[src/rtl/lcd_irq_pkg.sv]
package lcd_irq_pkg;

  typedef enum logic [2:0] {
    SEL_NONE,
    SEL_RAW,
    SEL_FILT,
    SEL_ENSET,
    SEL_ENCLR,
    SEL_EOI
  } reg_sel_e;

  localparam int unsigned EVT_FRAME_DONE  = 0;
  localparam int unsigned EVT_RASTER_DONE = 1;
  localparam int unsigned EVT_SYNC_LOST   = 2;
  localparam int unsigned EVT_ACB_COUNT   = 3;
  localparam int unsigned EVT_FIFO_UNDER  = 5;
  localparam int unsigned EVT_PAL_LOADED  = 6;
  localparam int unsigned EVT_FB0_END     = 8;
  localparam int unsigned EVT_FB1_END     = 9;

  localparam logic [9:0] EVT_IMPL_DEFAULT =
      (10'd1 << EVT_FRAME_DONE) | (10'd1 << EVT_RASTER_DONE) |
      (10'd1 << EVT_SYNC_LOST)  | (10'd1 << EVT_ACB_COUNT)   |
      (10'd1 << EVT_FIFO_UNDER) | (10'd1 << EVT_PAL_LOADED)  |
      (10'd1 << EVT_FB0_END)    | (10'd1 << EVT_FB1_END);

endpackage

[src/rtl/lcd_irq_decode.sv]
module lcd_irq_decode
  import lcd_irq_pkg::*;
#(
  parameter int unsigned ADDR_W = 8,
  parameter logic [ADDR_W-1:0] OFS_RAW   = 'h58,
  parameter logic [ADDR_W-1:0] OFS_FILT  = 'h5C,
  parameter logic [ADDR_W-1:0] OFS_ENSET = 'h60,
  parameter logic [ADDR_W-1:0] OFS_ENCLR = 'h64,
  parameter logic [ADDR_W-1:0] OFS_EOI   = 'h68
) (
  input  logic [ADDR_W-1:0] addr_i,
  output reg_sel_e          sel_o
);

  always_comb begin
    if (addr_i == OFS_RAW)        sel_o = SEL_RAW;
    else if (addr_i == OFS_FILT)  sel_o = SEL_FILT;
    else if (addr_i == OFS_ENSET) sel_o = SEL_ENSET;
    else if (addr_i == OFS_ENCLR) sel_o = SEL_ENCLR;
    else if (addr_i == OFS_EOI)   sel_o = SEL_EOI;
    else                          sel_o = SEL_NONE;
  end

endmodule

[src/rtl/lcd_irq_status.sv]
module lcd_irq_status #(
  parameter int unsigned      N_EVT    = 10,
  parameter logic [N_EVT-1:0] EVT_IMPL = '1
) (
  input  logic             clk,
  input  logic             rst,
  input  logic [N_EVT-1:0] evt_i,
  input  logic             clr_en_i,
  input  logic [N_EVT-1:0] clr_bits_i,
  output logic [N_EVT-1:0] raw_o
);

  logic unused_evt;
  assign unused_evt = ^(evt_i & ~EVT_IMPL) ^ ^(clr_bits_i & ~EVT_IMPL);

  for (genvar i = 0; i < N_EVT; i++) begin : g_bit
    if (EVT_IMPL[i]) begin : g_impl
      logic sticky_q;
      always_ff @(posedge clk) begin
        if (rst)                               sticky_q <= 1'b0;
        else if (evt_i[i])                     sticky_q <= 1'b1;
        else if (clr_en_i && clr_bits_i[i])    sticky_q <= 1'b0;
      end
      assign raw_o[i] = sticky_q;
    end else begin : g_tie
      assign raw_o[i] = 1'b0;
    end
  end

endmodule

[src/rtl/lcd_irq_enable.sv]
module lcd_irq_enable #(
  parameter int unsigned      N_EVT    = 10,
  parameter logic [N_EVT-1:0] EVT_IMPL = '1
) (
  input  logic             clk,
  input  logic             rst,
  input  logic             set_en_i,
  input  logic             clr_en_i,
  input  logic [N_EVT-1:0] bits_i,
  output logic [N_EVT-1:0] mask_o
);

  logic unused_bits;
  assign unused_bits = ^(bits_i & ~EVT_IMPL);

  for (genvar i = 0; i < N_EVT; i++) begin : g_bit
    if (EVT_IMPL[i]) begin : g_impl
      logic en_q;
      always_ff @(posedge clk) begin
        if (rst)                        en_q <= 1'b0;
        else if (set_en_i && bits_i[i]) en_q <= 1'b1;
        else if (clr_en_i && bits_i[i]) en_q <= 1'b0;
      end
      assign mask_o[i] = en_q;
    end else begin : g_tie
      assign mask_o[i] = 1'b0;
    end
  end

endmodule

[src/rtl/lcd_irq_line.sv]
module lcd_irq_line (
  input  logic clk,
  input  logic rst,
  input  logic pending_i,
  input  logic eoi_i,
  output logic irq_o
);

  always_ff @(posedge clk) begin
    if (rst)        irq_o <= 1'b0;
    else if (eoi_i) irq_o <= 1'b0;
    else            irq_o <= pending_i;
  end

endmodule

[src/rtl/lcd_irq_ctrl.sv]
module lcd_irq_ctrl
  import lcd_irq_pkg::*;
#(
  parameter int unsigned       ADDR_W    = 8,
  parameter int unsigned       DATA_W    = 32,
  parameter int unsigned       N_EVT     = 10,
  parameter logic [N_EVT-1:0]  EVT_IMPL  = N_EVT'(EVT_IMPL_DEFAULT),
  parameter logic [ADDR_W-1:0] OFS_RAW   = 'h58,
  parameter logic [ADDR_W-1:0] OFS_FILT  = 'h5C,
  parameter logic [ADDR_W-1:0] OFS_ENSET = 'h60,
  parameter logic [ADDR_W-1:0] OFS_ENCLR = 'h64,
  parameter logic [ADDR_W-1:0] OFS_EOI   = 'h68
) (
  input  logic              clk,
  input  logic              rst,
  input  logic [N_EVT-1:0]  evt_i,
  input  logic              wr_en_i,
  input  logic              rd_en_i,
  input  logic [ADDR_W-1:0] addr_i,
  input  logic [DATA_W-1:0] wdata_i,
  output logic [DATA_W-1:0] rdata_o,
  output logic              irq_o
);

  localparam int unsigned PAD_W = DATA_W - N_EVT;

  reg_sel_e         sel;
  logic [N_EVT-1:0] wbits;
  logic [N_EVT-1:0] raw_q;
  logic [N_EVT-1:0] en_q;
  logic [N_EVT-1:0] filt;
  logic             unused_wide;

  assign wbits       = wdata_i[N_EVT-1:0];
  assign unused_wide = ^wdata_i[DATA_W-1:N_EVT];
  assign filt        = raw_q & en_q;

  lcd_irq_decode #(
    .ADDR_W(ADDR_W), .OFS_RAW(OFS_RAW), .OFS_FILT(OFS_FILT),
    .OFS_ENSET(OFS_ENSET), .OFS_ENCLR(OFS_ENCLR), .OFS_EOI(OFS_EOI)
  ) u_decode (
    .addr_i(addr_i),
    .sel_o (sel)
  );

  lcd_irq_status #(.N_EVT(N_EVT), .EVT_IMPL(EVT_IMPL)) u_status (
    .clk       (clk),
    .rst       (rst),
    .evt_i     (evt_i),
    .clr_en_i  (wr_en_i && sel == SEL_FILT),
    .clr_bits_i(wbits),
    .raw_o     (raw_q)
  );

  lcd_irq_enable #(.N_EVT(N_EVT), .EVT_IMPL(EVT_IMPL)) u_enable (
    .clk     (clk),
    .rst     (rst),
    .set_en_i(wr_en_i && sel == SEL_ENSET),
    .clr_en_i(wr_en_i && sel == SEL_ENCLR),
    .bits_i  (wbits),
    .mask_o  (en_q)
  );

  lcd_irq_line u_line (
    .clk      (clk),
    .rst      (rst),
    .pending_i(|filt),
    .eoi_i    (wr_en_i && sel == SEL_EOI),
    .irq_o    (irq_o)
  );

  always_ff @(posedge clk) begin
    if (rst) begin
      rdata_o <= '0;
    end else if (rd_en_i) begin
      case (sel)
        SEL_RAW:             rdata_o <= {{PAD_W{1'b0}}, raw_q};
        SEL_FILT:            rdata_o <= {{PAD_W{1'b0}}, filt};
        SEL_ENSET, SEL_ENCLR: rdata_o <= {{PAD_W{1'b0}}, en_q};
        default:             rdata_o <= '0;
      endcase
    end
  end

endmodule

[config.mk]
export PLATFORM = sky130hd
export DESIGN_NAME = lcd_irq_ctrl
export DESIGN_NICKNAME = d
export VERILOG_FILES = /design/src/rtl/lcd_irq_pkg.sv /design/src/rtl/lcd_irq_decode.sv /design/src/rtl/lcd_irq_status.sv /design/src/rtl/lcd_irq_enable.sv /design/src/rtl/lcd_irq_line.sv /design/src/rtl/lcd_irq_ctrl.sv
export SDC_FILE = /design/constraint.sdc
export NUM_CORES = 1
export LEC_CHECK = 0
export BUFFER_PORTS_ARGS = -buffer_cell sky130_fd_sc_hd__buf_2
export CORE_ASPECT_RATIO = 1.4
export CORE_MARGIN = 5
export CORE_UTILIZATION = 52
export CTS_CLUSTER_SIZE = 24
export DETAILED_ROUTE_END_ITERATION = 12
export HOLD_SLACK_MARGIN = 0.02
export PLACE_DENSITY = 0.95
export SYNTH_ARGS = -nofsm -noshare
export SYNTH_HDL_FRONTEND = slang
export SYNTH_HIERARCHICAL = 1
export SYNTH_SLANG_ARGS = --single-unit
[constraint.sdc]
create_clock -name clk -period 3.1 [get_ports clk]
set_clock_uncertainty 0.1 [all_clocks]
set_input_delay 0.155 -clock clk [delete_from_list [all_inputs] [get_ports clk]]
set_output_delay 0.155 -clock clk [all_outputs]
set_load 0.01 [all_outputs]
== Word-level counts from Yosys, hierarchy flattened ==
Cells that the tools add are included.
Widths: inputs -> output; s select.

* Register bits after elaboration: 49
* Latch bits: 0
* Memory bits (writable): 0
* Memory bits (read-only): 0
* Output and inout bits: 33
* Memories kept: 0

* Add/subtract/negate cells: 0
* Multiply operators: 0
* Div/mod/pow operators: 0
* Order comparisons: 0
* Equality and inequality tests: 10
* Shift operators: 0
* Multiplexer cells: 38
* Bitwise gates (word level): 1
* Reduce and logical (&&, ||, !) cells: 47

{| class="wikitable"
|+ Operator list
! operator !! count
|-
| $eq 8x7->1 const B || 5
|-
| $mux 1 || 32
|-
| $reduce_bool 2->1 || 16
|-
| $pmux 10 s3 || 1
|-
| $logic_and 1x1->1 || 28
|-
| $mux 3 || 5
|-
| $and 10x10->10 || 1
|-
| $reduce_or 10->1 || 1
|-
| $eq 3x2->1 const B || 2
|-
| $eq 3x3->1 const B || 2
|-
| $reduce_or 2->1 || 2
|-
| $eq 3x1->1 const B || 1
|}

== Depth between registers and ports, before layout ==
Gate-level depths: netlist of run 1.

* Word-level depth: 11
* Gate-level depth with buffers: 8

== Hierarchy ==
The synthesis of run 1 kept the hierarchy.

{| class="wikitable"
|+ By module, submodules not included
! module !! times used !! cells each !! area an instance (um2) !! seq. area each (um2)
|-
| lcd_irq_ctrl || 1 || 125 || 1037.2 || 200.2
|-
| lcd_irq_status || 1 || 45 || 437.9 || 160.2
|-
| lcd_irq_enable || 1 || 46 || 416.6 || 160.2
|-
| lcd_irq_decode || 1 || 9 || 77.6 || 0.0
|-
| lcd_irq_line || 1 || 2 || 32.5 || 20.0
|}

== Worst setup path before layout of run 1 ==
No wires, ideal clock.

* Path kind: input to register
* From: in addr_i[1]
* To: reg u_enable.g_bit[0].g_impl.en_q
* Setup time: 0.129 ns
* Arrival time: 1.942 ns
* Data required time: 2.871 ns
* Path slack: 0.929 ns
* Stages: 8
* Cells stage by stage: or4b_4 -> nor3_1 -> nor3b_2 -> buf_2 -> and2_1 -> buf_6 -> a21bo_1 -> a21oi_2

* Longest elaborated chain between the ends: 10
* Elaborated cells between the ends (all ways): 18

{| class="wikitable"
|+ RTL lines
! element !! line !! source
|-
| from (decl) || lcd_irq_ctrl.sv:19 || <nowiki>input logic [ADDR_W-1:0] addr_i,</nowiki>
|-
| $eq 8x7->1 || lcd_irq_decode.sv:20 || <nowiki>else if (addr_i == OFS_EOI) sel_o = SEL_EOI;</nowiki>
|-
| $mux 3 || lcd_irq_decode.sv:20 ||
|-
| $mux 3 || lcd_irq_decode.sv:19 || <nowiki>else if (addr_i == OFS_ENCLR) sel_o = SEL_ENCLR;</nowiki>
|-
| $mux 3 || lcd_irq_decode.sv:18 || <nowiki>else if (addr_i == OFS_ENSET) sel_o = SEL_ENSET;</nowiki>
|-
| $mux 3 || lcd_irq_decode.sv:17 || <nowiki>else if (addr_i == OFS_FILT) sel_o = SEL_FILT;</nowiki>
|-
| $mux 3 (*) || lcd_irq_decode.sv:16 || <nowiki>if (addr_i == OFS_RAW) sel_o = SEL_RAW;</nowiki>
|-
| net sel[2] || lcd_irq_ctrl.sv:27 || <nowiki>reg_sel_e sel;</nowiki>
|-
| $eq 3x2->1 or $eq 3x3->1 (tied branches) || lcd_irq_ctrl.sv:58, lcd_irq_ctrl.sv:59 ||
|-
| $logic_and 1x1->1, on equally long branches || lcd_irq_ctrl.sv:58, lcd_irq_ctrl.sv:59 ||
|-
| $logic_and 1x1->1, on equally long branches || lcd_irq_enable.sv:21, lcd_irq_enable.sv:22 ||
|-
| $mux 1 or $reduce_bool 2->1 (tied branches) || n/a ||
|-
| to (signal assigned) || lcd_irq_enable.sv:20 || <nowiki>if (rst) en_q <= 1'b0;</nowiki>
|-
| to (signal assigned) || lcd_irq_enable.sv:21 || <nowiki>else if (set_en_i && bits_i[i]) en_q <= 1'b1;</nowiki>
|-
| to (signal assigned) || lcd_irq_enable.sv:22 || <nowiki>else if (clr_en_i && bits_i[i]) en_q <= 1'b0;</nowiki>
|-
| to (decl) || lcd_irq_enable.sv:18 || <nowiki>logic en_q;</nowiki>
|}

The timed path passes the listed nets; every way through them passes the cells marked *.
A chain may end at the register's enable or synchronous reset.

== Worst setup path in the final report of run 1 ==
Same ends and word-level chain as after synthesis.

==> metrics.txt, run 1 <==
number of antenna violations at the first check in global routing=0; total number of H-tree levels=1; fraction of power spent switching nets=0.265; GR Util All Layers=0.160; mean cell area of the mapped netlist=between 8 and 9 um^2; last weighted congestion value of the routability-driven placer=slightly above 0.8; clock latency at the later pin of the worst-skew pair=270 ps; number of global-route vias before repair=1501; length of the first detailed-routing pass in iterations=4; cells after synthesis=about 230; number of unique standard cell types used by synthesis=36; global-route congestion overflow total=0; cell area power density=approximately 340 mW/mm^2; r2r setup slk=around 1700 ps; area added between synthesis and finish=0.625%; Initial Util=0.545; classification of the worst-slack hold path=input port to flip-flop; number of storage elements in the synthesis netlist=27; Arr. time, crit path=between 2000 and 2500 ps; accumulated negative setup slack=0 ps; sequential share of power=0.549; most instantiated flip-flop cell in the synthesis netlist=sky130_fd_sc_hd__dfxtp_1; Reg-to-Reg Start=u_enable/g_bit[5].g_impl.en_q; Num Clock Sinks=27; worst-case headroom to the max-slew limit=0.515; maximum clock frequency=between 400 and 500 MHz; placed wire-length estimate after detailed placement=~3000 um; count of final hold-check violations=0; peak ir drop on the vdd network=0.309 mV; clock tree root buffer cell=sky130_fd_sc_hd__clkbuf_8; number of antenna repair diodes=0; clock tree from TritonCTS=yes; start-to-end type of the worst setup path=input port to flip-flop; sw power=about 0.18 mW; Comb power frac=0.160; cell with the most instances after synthesis=sky130_fd_sc_hd__buf_4; horizontal die dimension=62.4 um; number of remaining DRC errors=0; placeable core region=around 0.0037 mm^2; sequential fraction of the synthesis area=0.270; routed length per instance=14.8 um; IO Count=87; critical path's top delay family=simple AND/OR/NAND/NOR gates; num rows=26; Crit path buffers/inverters=1; share of the clock period used by the worst path after layout=0.727; unrepaired setup endpoints after global routing=false; maximum fanout encountered on the critical timing path=11; number of synthesized flops with an enable pin=0; CTS clock-pin slew for the worst setup and hold paths=roughly 90 ps; cell with the largest stage delay on the worst path=sky130_fd_sc_hd__nor3b_2; clock period minus worst slack=between 2000 and 2500 ps; clock buffer depth=2; worst r2r path cells=4; Critical Path Source=addr_i[1]; total number of vias=~1600; Post-Synthesis Cell Area=roughly 0.002 mm^2; Worst Path Required=roughly 3200 ps; post-route ant nets=0; number of max-capacitance violations reported=0; fraction of the core area covered by cells at the end of the flow=0.548; largest stage delay on the critical path=around 630 ps; global-route wire length before repair=about 7000 um; top cell types by occurrence after synthesis=43 x sky130_fd_sc_hd__buf_4, 29 x sky130_fd_sc_hd__nand2_1, 27 x sky130_fd_sc_hd__dfxtp_1; area share of the largest cell type after synthesis=0.270; drt via density=roughly 5.6; Power Internal=0.497 mW; PortBufs=38; worst flop-to-flop path endpoint=u_line/irq_o; source of the worst hold timing path=wdata_i[2]; Resized Gates After CTS=0; outcome=completed; Die Height=83.4 um; Yosys warnings=6; critical path, cell by cell=buf_2 -> or4b_4 -> nor3_2 -> nor3b_2 -> and2_1 -> a21bo_1 -> a21oi_2; sort of element at the start of the critical path=input port; final wirelength=4180 um; Total Die Area=approximately 0.0052 mm^2; max-slew violations=0; maximum number of pins on one net before global-route repair=28; sort of element at the end of the critical path=flip-flop; fraction of layout instances using a drive strength above 1=0.290; Leakage=roughly 0.8 nW; biggest area contributors in the synthesized netlist=sky130_fd_sc_hd__dfxtp_1 27%, sky130_fd_sc_hd__buf_4 16%, sky130_fd_sc_hd__a41oi_2 7.3%; final net count=slightly below 300; violation count after the first detailed-routing iteration=around 60; worst-margin pin slew=725 ps; capturing instance or port of the critical path=u_enable/g_bit[0].g_impl.en_q; TritonCTS buffer count=3; depth of the critical timing path with buffers and inverters included=7; final number of setup-violating endpoints=0; library cell occupying the most area in the post-synthesis netlist=sky130_fd_sc_hd__dfxtp_1; Clock power frac=0.292; fraction of synthesis flops using an asynchronous set or reset pin=0
-- state kept, by name, summed over array words and instances, names as in the netlist --
signal	cells
u_line/irq_o	1
rdata_o	10
u_status/g_bit.g_impl.sticky_q	8
u_enable/g_bit.g_impl.en_q	8
-- area by class of cell --
class                           count  area (um^2)
Fill cell                         334         1660
Multi-Input combinational cell    150         1080
Tap cell                           42         52.6
Inverter                           18         67.6
Timing Repair Buffer               42          225
Sequential cell                    27          541
Clock buffer                        4         45.0
-- power by group through the flow --
stage	Sequential, mW	Clock [mW]	Combinational, mW
2_1_floorplan	0.379	0	0.0969
3_3_place_gp	0.379	0	0.101
3_5_place_dp	0.379	0	0.104
4_1_cts	0.371	0.203	0.107
5_1_grt	0.373	0.216	0.119
6_report	0.371	0.197	0.108
-- how the worst min path moves through the flow --
stage / endpoint / slack, ps / depth (start not counted)
after floorplan: u_line/irq_o / 130 / 1
after global placement: u_status/g_bit[0].g_impl.sticky_q / 300 / 2
after detailed placement: u_status/g_bit[9].g_impl.sticky_q / 320 / 2
after CTS: u_status/g_bit[1].g_impl.sticky_q / 20 / 2
after global routing: u_status/g_bit[6].g_impl.sticky_q / 30 / 2
final: u_status/g_bit[2].g_impl.sticky_q / 20 / 2
-- metal layers --
metal | global-route usage | up-vias | share of wire
met5 | 0 | - | 0
met4 | 0.0869 | 0 | 0.028
met3 | 0.0351 | 11 | 0.081
met1 | 0.190 | 729 | 0.39
met2 | 0.262 | 89 | 0.50
li1 | - | 751 | -
-- metrics by stage --
stage               hold WS (ps)  instances  instance area, um^2  setup slack (ps)  power (mW)
floorplan                    126        250                 2090               929       0.476
global placement             302        277                 1950               601       0.479
detailed placement           316        277                 1950               573       0.483
CTS                         22.9        283                 2010               868       0.681
global route                25.8        283                 2010               728       0.708
finish                      24.4        283                 2010               845       0.676
-- placed cells by master, fill, tap and decap left out, types with 2 or more instances in the layout --
| master | count |
|---|---|
| sky130_fd_sc_hd__conb_1 | 26 |
| sky130_fd_sc_hd__a21bo_1 | 8 |
| sky130_fd_sc_hd__buf_4 | 2 |
| sky130_fd_sc_hd__a21oi_2 | 2 |
| sky130_fd_sc_hd__a22oi_1 | 3 |
| sky130_fd_sc_hd__dfxtp_1 | 27 |
| sky130_fd_sc_hd__a41oi_2 | 9 |
| sky130_fd_sc_hd__clkbuf_8 | 3 |
| sky130_fd_sc_hd__dlygate4sd3_1 | 2 |
| sky130_fd_sc_hd__nor2_1 | 9 |
| sky130_fd_sc_hd__inv_1 | 18 |
| sky130_fd_sc_hd__o21bai_1 | 10 |
| sky130_fd_sc_hd__a311oi_2 | 8 |
| sky130_fd_sc_hd__nand2_1 | 29 |
| sky130_fd_sc_hd__nand3b_1 | 11 |
| sky130_fd_sc_hd__nor3b_2 | 2 |
| sky130_fd_sc_hd__a211o_1 | 10 |
| sky130_fd_sc_hd__buf_2 | 38 |
| sky130_fd_sc_hd__a21oi_1 | 7 |
-- timing repair --
| action | CTS | global route |
|---|---|---|
| hold buffers | 2 | 0 |
| endpoints found under the setup margin | 0 | 0 |
| endpoints found under the hold margin | 2 | 0 |
| buffers inserted | 0 | 0 |
-- logic make-up (layout without fill, tap and decap cells) --
family,after synthesis,count (layout),share of synthesized area
simple gates,62,62,0.174
xor+xnor,1,1,0.00438
compound gates,61,61,0.311
other cells,3,26,0.00562
flops,27,27,0.270
buf+inv,73,64,0.234
-- worst register-to-register path, cell delays in order, from the launching register on --
cell and delay [ps]:
sky130_fd_sc_hd__dfxtp_1 350, sky130_fd_sc_hd__a22o_1 220, sky130_fd_sc_hd__a221oi_1 350, sky130_fd_sc_hd__nand4_1 130
sky130_fd_sc_hd__nor3b_2 170
(Power assumes the default switching activity.)
==> run 2: changes to the inputs <==
--- a/config.mk
+++ b/config.mk
@@ -8,11 +8,11 @@
 export BUFFER_PORTS_ARGS = -buffer_cell sky130_fd_sc_hd__buf_2
 export CORE_ASPECT_RATIO = 1.4
 export CORE_MARGIN = 5
-export CORE_UTILIZATION = 52
+export CORE_UTILIZATION = 48
 export CTS_CLUSTER_SIZE = 24
 export DETAILED_ROUTE_END_ITERATION = 12
 export HOLD_SLACK_MARGIN = 0.02
-export PLACE_DENSITY = 0.95
+export PLACE_DENSITY = 0.92
 export SYNTH_ARGS = -nofsm -noshare
 export SYNTH_HDL_FRONTEND = slang
 export SYNTH_HIERARCHICAL = 1
==> constraint.sdc (replaced) <==
create_clock -name clk -period 2.1 [get_ports clk]
set_clock_uncertainty 0.1 [all_clocks]
set_input_delay 0.105 -clock clk [delete_from_list [all_inputs] [get_ports clk]]
set_output_delay 0.105 -clock clk [all_outputs]
set_load 0.01 [all_outputs]
==> metrics.txt, run 2 (synthesis gave the netlist of run 1 again) <==
clock latency at the later pin of the worst-skew pair=280 ps; largest registers=rdata_o x10, u_enable/g_bit.g_impl.en_q x8, u_status/g_bit.g_impl.sticky_q x8; number of global-route vias before repair=between 1500 and 2000; worst hold slack across all endpoints=between 80 and 90 ps; horizontal die dimension=64.6 um; TritonCTS buffer count=3; peak ir drop on the vdd network=roughly 0.32 mV; placeable core region=0.00399 mm^2; final wirelength=between 4000 and 5000 um; clock buffer depth=2; accumulated negative setup slack=0 ps; clock tree from TritonCTS=yes; clock period minus worst slack=1780 ps; global-route wire length before repair=6950 um; worst r2r path cells=4; fraction of the core area covered by cells at the end of the flow=0.552; worst flop-to-flop path endpoint=u_line/irq_o; area added between synthesis and finish=10.0%; GR Util All Layers=0.158; overall power after layout=slightly above 1 mW; total number of H-tree levels=1; total number of vias=1628; Leakage=~0.88 nW; sort of element at the end of the critical path=flip-flop; most frequent standard cell in the layout excluding fill and tap cells=sky130_fd_sc_hd__buf_2; Worst Path Required=around 2200 ps; Initial Util=0.502; number of antenna violations at the first check in global routing=0; DP Cell Count=between 200 and 300; r2r setup slk=700 ps; classification of the worst-slack hold path=input port to flip-flop; Resized Gates After CTS=0; maximum number of pins on one net before global-route repair=28; fraction of layout instances using a drive strength above 1=0.295; PortBufs=38; final non-filler cell total=a little over 300; final net count=between 300 and 400; count of hold-fix buffers inserted at cts=16; IO Count=87; Reg area=about 540 um^2; global-route congestion overflow total=0; last weighted congestion value of the routability-driven placer=about 0.8; maximum clock frequency=between 500 and 600 MHz; number of max-capacitance violations reported=0; unrepaired setup endpoints after global routing=false; worst-case headroom to the max-slew limit=0.624; number of antenna repair diodes=0; share of the clock period used by the worst path after layout=0.849; Critical Path Source=addr_i[1]; capturing instance or port of the critical path=u_enable/g_bit[3].g_impl.en_q; buffers inserted during post-CTS setup optimization=0; Total Die Area=roughly 0.0056 mm^2; max-slew violations=0; routed length per instance=between 10 and 15 um; violation count after the first detailed-routing iteration=45; cell area power density=roughly 470 mW/mm^2; clock tree root buffer cell=sky130_fd_sc_hd__clkbuf_8; length of the first detailed-routing pass in iterations=4; worst-margin pin slew=between 500 and 600 ps; post-route ant nets=0; area of combinational cells with multiple inputs=0.00108 mm^2; Arr. time, crit path=1830 ps; commonest cells after routing, fill and taps aside=38 x sky130_fd_sc_hd__buf_2, 29 x sky130_fd_sc_hd__nand2_1, 27 x sky130_fd_sc_hd__dfxtp_1; final number of setup-violating endpoints=0; placed wire-length estimate after detailed placement=around 3100 um; Reg-to-Reg Start=u_enable/g_bit[5].g_impl.en_q; CTS clock-pin slew for the worst setup and hold paths=~90 ps; register with the most flip-flops=rdata_o; Die Height=between 80 and 90 um; Num Clock Sinks=27; filler cell count=between 300 and 400; count of final hold-check violations=0; number of remaining DRC errors=0; start-to-end type of the worst setup path=input port to flip-flop; outcome=completed; sort of element at the start of the critical path=input port; drt via density=roughly 5.4; num rows=27; maximum fanout encountered on the critical timing path=8; max reg flops=10
## run 2: cell count changes in the layout (fill, tap and decap cells not counted), sizes merged
cell,before,now
dlygate4sd3,2,16
clkbuf,4,3
buf,40,46
clkinv,0,1
## run 2: per-layer routing
layer / vias up / wire length, um / global-route usage
met5: - / 0 / 0
met4: 0 / 165 / 0.108
met3: 15 / 274 / 0.0233
met2: 68 / 2220 / 0.277
met1: 756 / 1630 / 0.173
li1: 789 / - / -
## run 2: power by group
group / switching, mW / internal [mW]
Clock: 0.173 / 0.134
Combinational: 0.0964 / 0.0817
Sequential: 0.0148 / 0.533
Total: 0.284 / 0.749
## run 2: worst max-delay path: stages
cell and delay, ps:
sky130_fd_sc_hd__buf_2 90, sky130_fd_sc_hd__or4b_4 550, sky130_fd_sc_hd__nor3_2 250, sky130_fd_sc_hd__nor3b_2 220
sky130_fd_sc_hd__and2_1 370, sky130_fd_sc_hd__a21bo_1 170, sky130_fd_sc_hd__a21oi_1 70
## run 2: stage by stage
| step | worst slack, ps | cell area [um^2] |
|---|---|---|
| global placement | 75.1 | 2000 |
| detailed placement | 0.437 | 2000 |
| global route | 205 | 2200 |
| finish | 317 | 2200 |
| CTS | 307 | 2200 |
| floorplan | 59.1 | 2090 |
## run 2: worst min path at each step
stage                     slack [ps]  cells after the start        from                           endpoint
after floorplan                   80                      1         rst                       u_line/irq_o
after global placement           250                      2  wdata_i[0]  u_status/g_bit[0].g_impl.sticky_q
after detailed placement         260                      2  wdata_i[6]  u_status/g_bit[6].g_impl.sticky_q
after CTS                         80                      4     wr_en_i                       u_line/irq_o
after global routing             120                      4     wr_en_i                       u_line/irq_o
final                             90                      4     wr_en_i                       u_line/irq_o
## run 2: layout make-up
type,instances,area share
multi-input combinational,150,0.492
sequential,27,0.245
timing repair buffer,62,0.186
inverter,18,0.0307
tap,43,0.0244
clock buffer,3,0.0188
clock inverter,1,0.00227
==> run 3: changes to the inputs <==
--- a/config.mk
+++ b/config.mk
@@ -8,11 +8,11 @@
 export BUFFER_PORTS_ARGS = -buffer_cell sky130_fd_sc_hd__buf_2
 export CORE_ASPECT_RATIO = 1.4
 export CORE_MARGIN = 5
-export CORE_UTILIZATION = 48
+export CORE_UTILIZATION = 43
 export CTS_CLUSTER_SIZE = 24
 export DETAILED_ROUTE_END_ITERATION = 12
 export HOLD_SLACK_MARGIN = 0.02
-export PLACE_DENSITY = 0.92
+export PLACE_DENSITY = 0.87
 export SYNTH_ARGS = -nofsm -noshare
 export SYNTH_HDL_FRONTEND = slang
 export SYNTH_HIERARCHICAL = 1
==> constraint.sdc (replaced) <==
create_clock -name clk -period 1.6 [get_ports clk]
set_clock_uncertainty 0.1 [all_clocks]
set_input_delay 0.08 -clock clk [delete_from_list [all_inputs] [get_ports clk]]
set_output_delay 0.08 -clock clk [all_outputs]
set_load 0.01 [all_outputs]
==> metrics.txt, run 3 (synthesis gave the netlist of run 1 again) <==
busiest layer in global routing=met2; maximum clock frequency=approximately 610 MHz; sort of element at the start of the critical path=input port; accumulated negative setup slack=-304 ps; cell area power density=561 mW/mm^2; total number of vias=approximately 1700; max-slew violations=0; global-route wire length before repair=between 7000 and 8000 um; total number of H-tree levels=1; most frequent standard cell in the layout excluding fill and tap cells=sky130_fd_sc_hd__buf_2; number of max-capacitance violations reported=0; Die Height=90.7 um; clock tree root buffer cell=sky130_fd_sc_hd__clkbuf_8; Num Clock Sinks=27; num rows=29; maximum fanout encountered on the critical timing path=3; PortBufs=38; placeable core region=between 0.004 and 0.005 mm^2; classification of the worst-slack hold path=input port to flip-flop; critical path, cell by cell=buf_6 -> or4b_4 -> a211oi_4 -> and2_4 -> and3b_2 -> buf_6 -> nand2_4 -> a21oi_2; final number of setup-violating endpoints=12; start-to-end type of the worst setup path=input port to flip-flop; final wirelength=4760 um; worst r2r path cells=4; cell with the largest stage delay on the worst path=sky130_fd_sc_hd__or4b_4; terminating pin of the worst hold path=u_line/irq_o; failing checks=negative setup slack; commonest cells after routing, fill and taps aside=36 x sky130_fd_sc_hd__buf_2, 27 x sky130_fd_sc_hd__dfxtp_1, 26 x sky130_fd_sc_hd__conb_1; largest registers=rdata_o x10, u_enable/g_bit.g_impl.en_q x8, u_status/g_bit.g_impl.sticky_q x8; worst-case headroom to the max-slew limit=0.587; clock latency at the later pin of the worst-skew pair=about 280 ps; outcome=finished with violations; max reg flops=10; fraction of layout instances using a drive strength above 1=0.395; source of the worst hold timing path=wr_en_i; number of global-route vias before repair=between 1500 and 2000; Reg-to-Reg Start=u_enable/g_bit[5].g_impl.en_q; count of final hold-check violations=0; global-route congestion overflow total=0; length of the first detailed-routing pass in iterations=4; IO Count=87; Hold Path Depth=4; Critical Path Most Common Cell=sky130_fd_sc_hd__buf_6; worst-margin pin slew=between 600 and 700 ps; maximum number of pins on one net before global-route repair=28; clock buffer depth=2; fraction of the core area covered by cells at the end of the flow=0.545; post-route ant nets=0; GR Util All Layers=0.156; routed length per instance=14.1 um; peak ir drop on the vdd network=between 0.2 and 0.3 mV; Arr. time, crit path=roughly 1800 ps; global-route met2 utilization=0.281; Worst Path Required=between 1500 and 2000 ps; share of the clock period used by the worst path after layout=1.03; r2r setup slk=around 230 ps; routing usage on met1=0.174; Leakage=~1 nW; worst flop-to-flop path endpoint=u_line/irq_o; number of remaining DRC errors=0; TritonCTS buffer count=3; Total Die Area=0.00614 mm^2; horizontal die dimension=slightly below 70 um; final net count=~330; clock tree from TritonCTS=yes; met3 routing resource usage after global routing=0.0212; final worst setup slack=-46.8 ps; clock period minus worst slack=1650 ps; sort of element at the end of the critical path=flip-flop; register with the most flip-flops=rdata_o; violation count after the first detailed-routing iteration=66; CTS clock-pin slew for the worst setup and hold paths=between 100 and 150 ps; number of antenna repair diodes=0; largest stage delay on the critical path=just under 600 ps; area added between synthesis and finish=23.5%; placed wire-length estimate after detailed placement=3330 um; number of antenna violations at the first check in global routing=0; last weighted congestion value of the routability-driven placer=about 0.81; unrepaired setup endpoints after global routing=true; drt via density=about 5.0; filler cell count=a little under 400; Initial Util=0.441
[run 3: cell count changes in the layout (fill, tap and decap cells not counted), moves of 3 or more]
cell                      change
sky130_fd_sc_hd__nand2_4      +3
sky130_fd_sc_hd__nand2_2      +4
sky130_fd_sc_hd__a21oi_1      -5
sky130_fd_sc_hd__buf_6        +6
sky130_fd_sc_hd__buf_4       +10
sky130_fd_sc_hd__nand2_1      -7
sky130_fd_sc_hd__a21oi_2      +4
[run 3: repair_timing]
item | CTS | global route
hold buffers | 16 | 0
endpoints found under the hold margin | 15 | 0
cloned | 1 | 0
pin swaps | 5 | 12
setup endpoints to repair | 24 | 25
gates resized for setup | 11 | 14
buffers inserted | 5 | 0
[run 3: metrics by stage]
step | setup slack (ps) | instances | total power [mW] | hold WS, ps | area, um^2
after floorplan | -253 | 250 | 0.926 | 50.7 | 2140
after global placement | -354 | 312 | 0.944 | 231 | 2110
after detailed placement | -377 | 312 | 0.950 | 235 | 2110
after CTS | -69.9 | 338 | 1.37 | 81.8 | 2420
after global routing | -111 | 338 | 1.44 | 147 | 2470
final | -46.8 | 338 | 1.39 | 135 | 2470
[run 3: critical path: cells and delay by family]
family / cells / cell delay (ps)
buffers and inverters: 2 / 220
AO/OA/AOI/OAI: 2 / 370
AND/OR/NAND/NOR: 4 / 1070
[run 3: worst max-delay path by stage]
stage | start | end | slack (ps)
2_1_floorplan | addr_i[7] | u_enable/g_bit[2].g_impl.en_q | -250
3_3_place_gp | addr_i[7] | u_enable/g_bit[1].g_impl.en_q | -350
3_5_place_dp | addr_i[7] | u_enable/g_bit[2].g_impl.en_q | -380
4_1_cts | addr_i[1] | rdata_o[1] | -70
5_1_grt | addr_i[7] | u_enable/g_bit[2].g_impl.en_q | -110
6_report | addr_i[7] | u_enable/g_bit[5].g_impl.en_q | -50
[run 3: cell type report]
class	instances	area [um^2]	share of cell area
multi-input cells	151	1190	0.483
clock inverters	1	7.51	0.00304
well taps	62	77.6	0.0314
inverters	18	67.6	0.0273
clock buffers	3	41.3	0.0167
repair buffers	76	543	0.220
flip-flops and latches	27	541	0.219
[run 3: power breakdown]
part / leakage, nW / switching (mW) / internal [mW]
Combinational: 0.752 / 0.141 / 0.120
Clock: 0.0217 / 0.229 / 0.177
Sequential: 0.222 / 0.0182 / 0.700
Total: 0.996 / 0.388 / 0.997
[run 3: layer usage]
metal	wire (um)	share of wire	up-vias
li1	-	-	822
met1	1770	0.37	809
met2	2570	0.54	57
met3	327	0.069	8
met4	93	0.020	0
met5	0	0	-
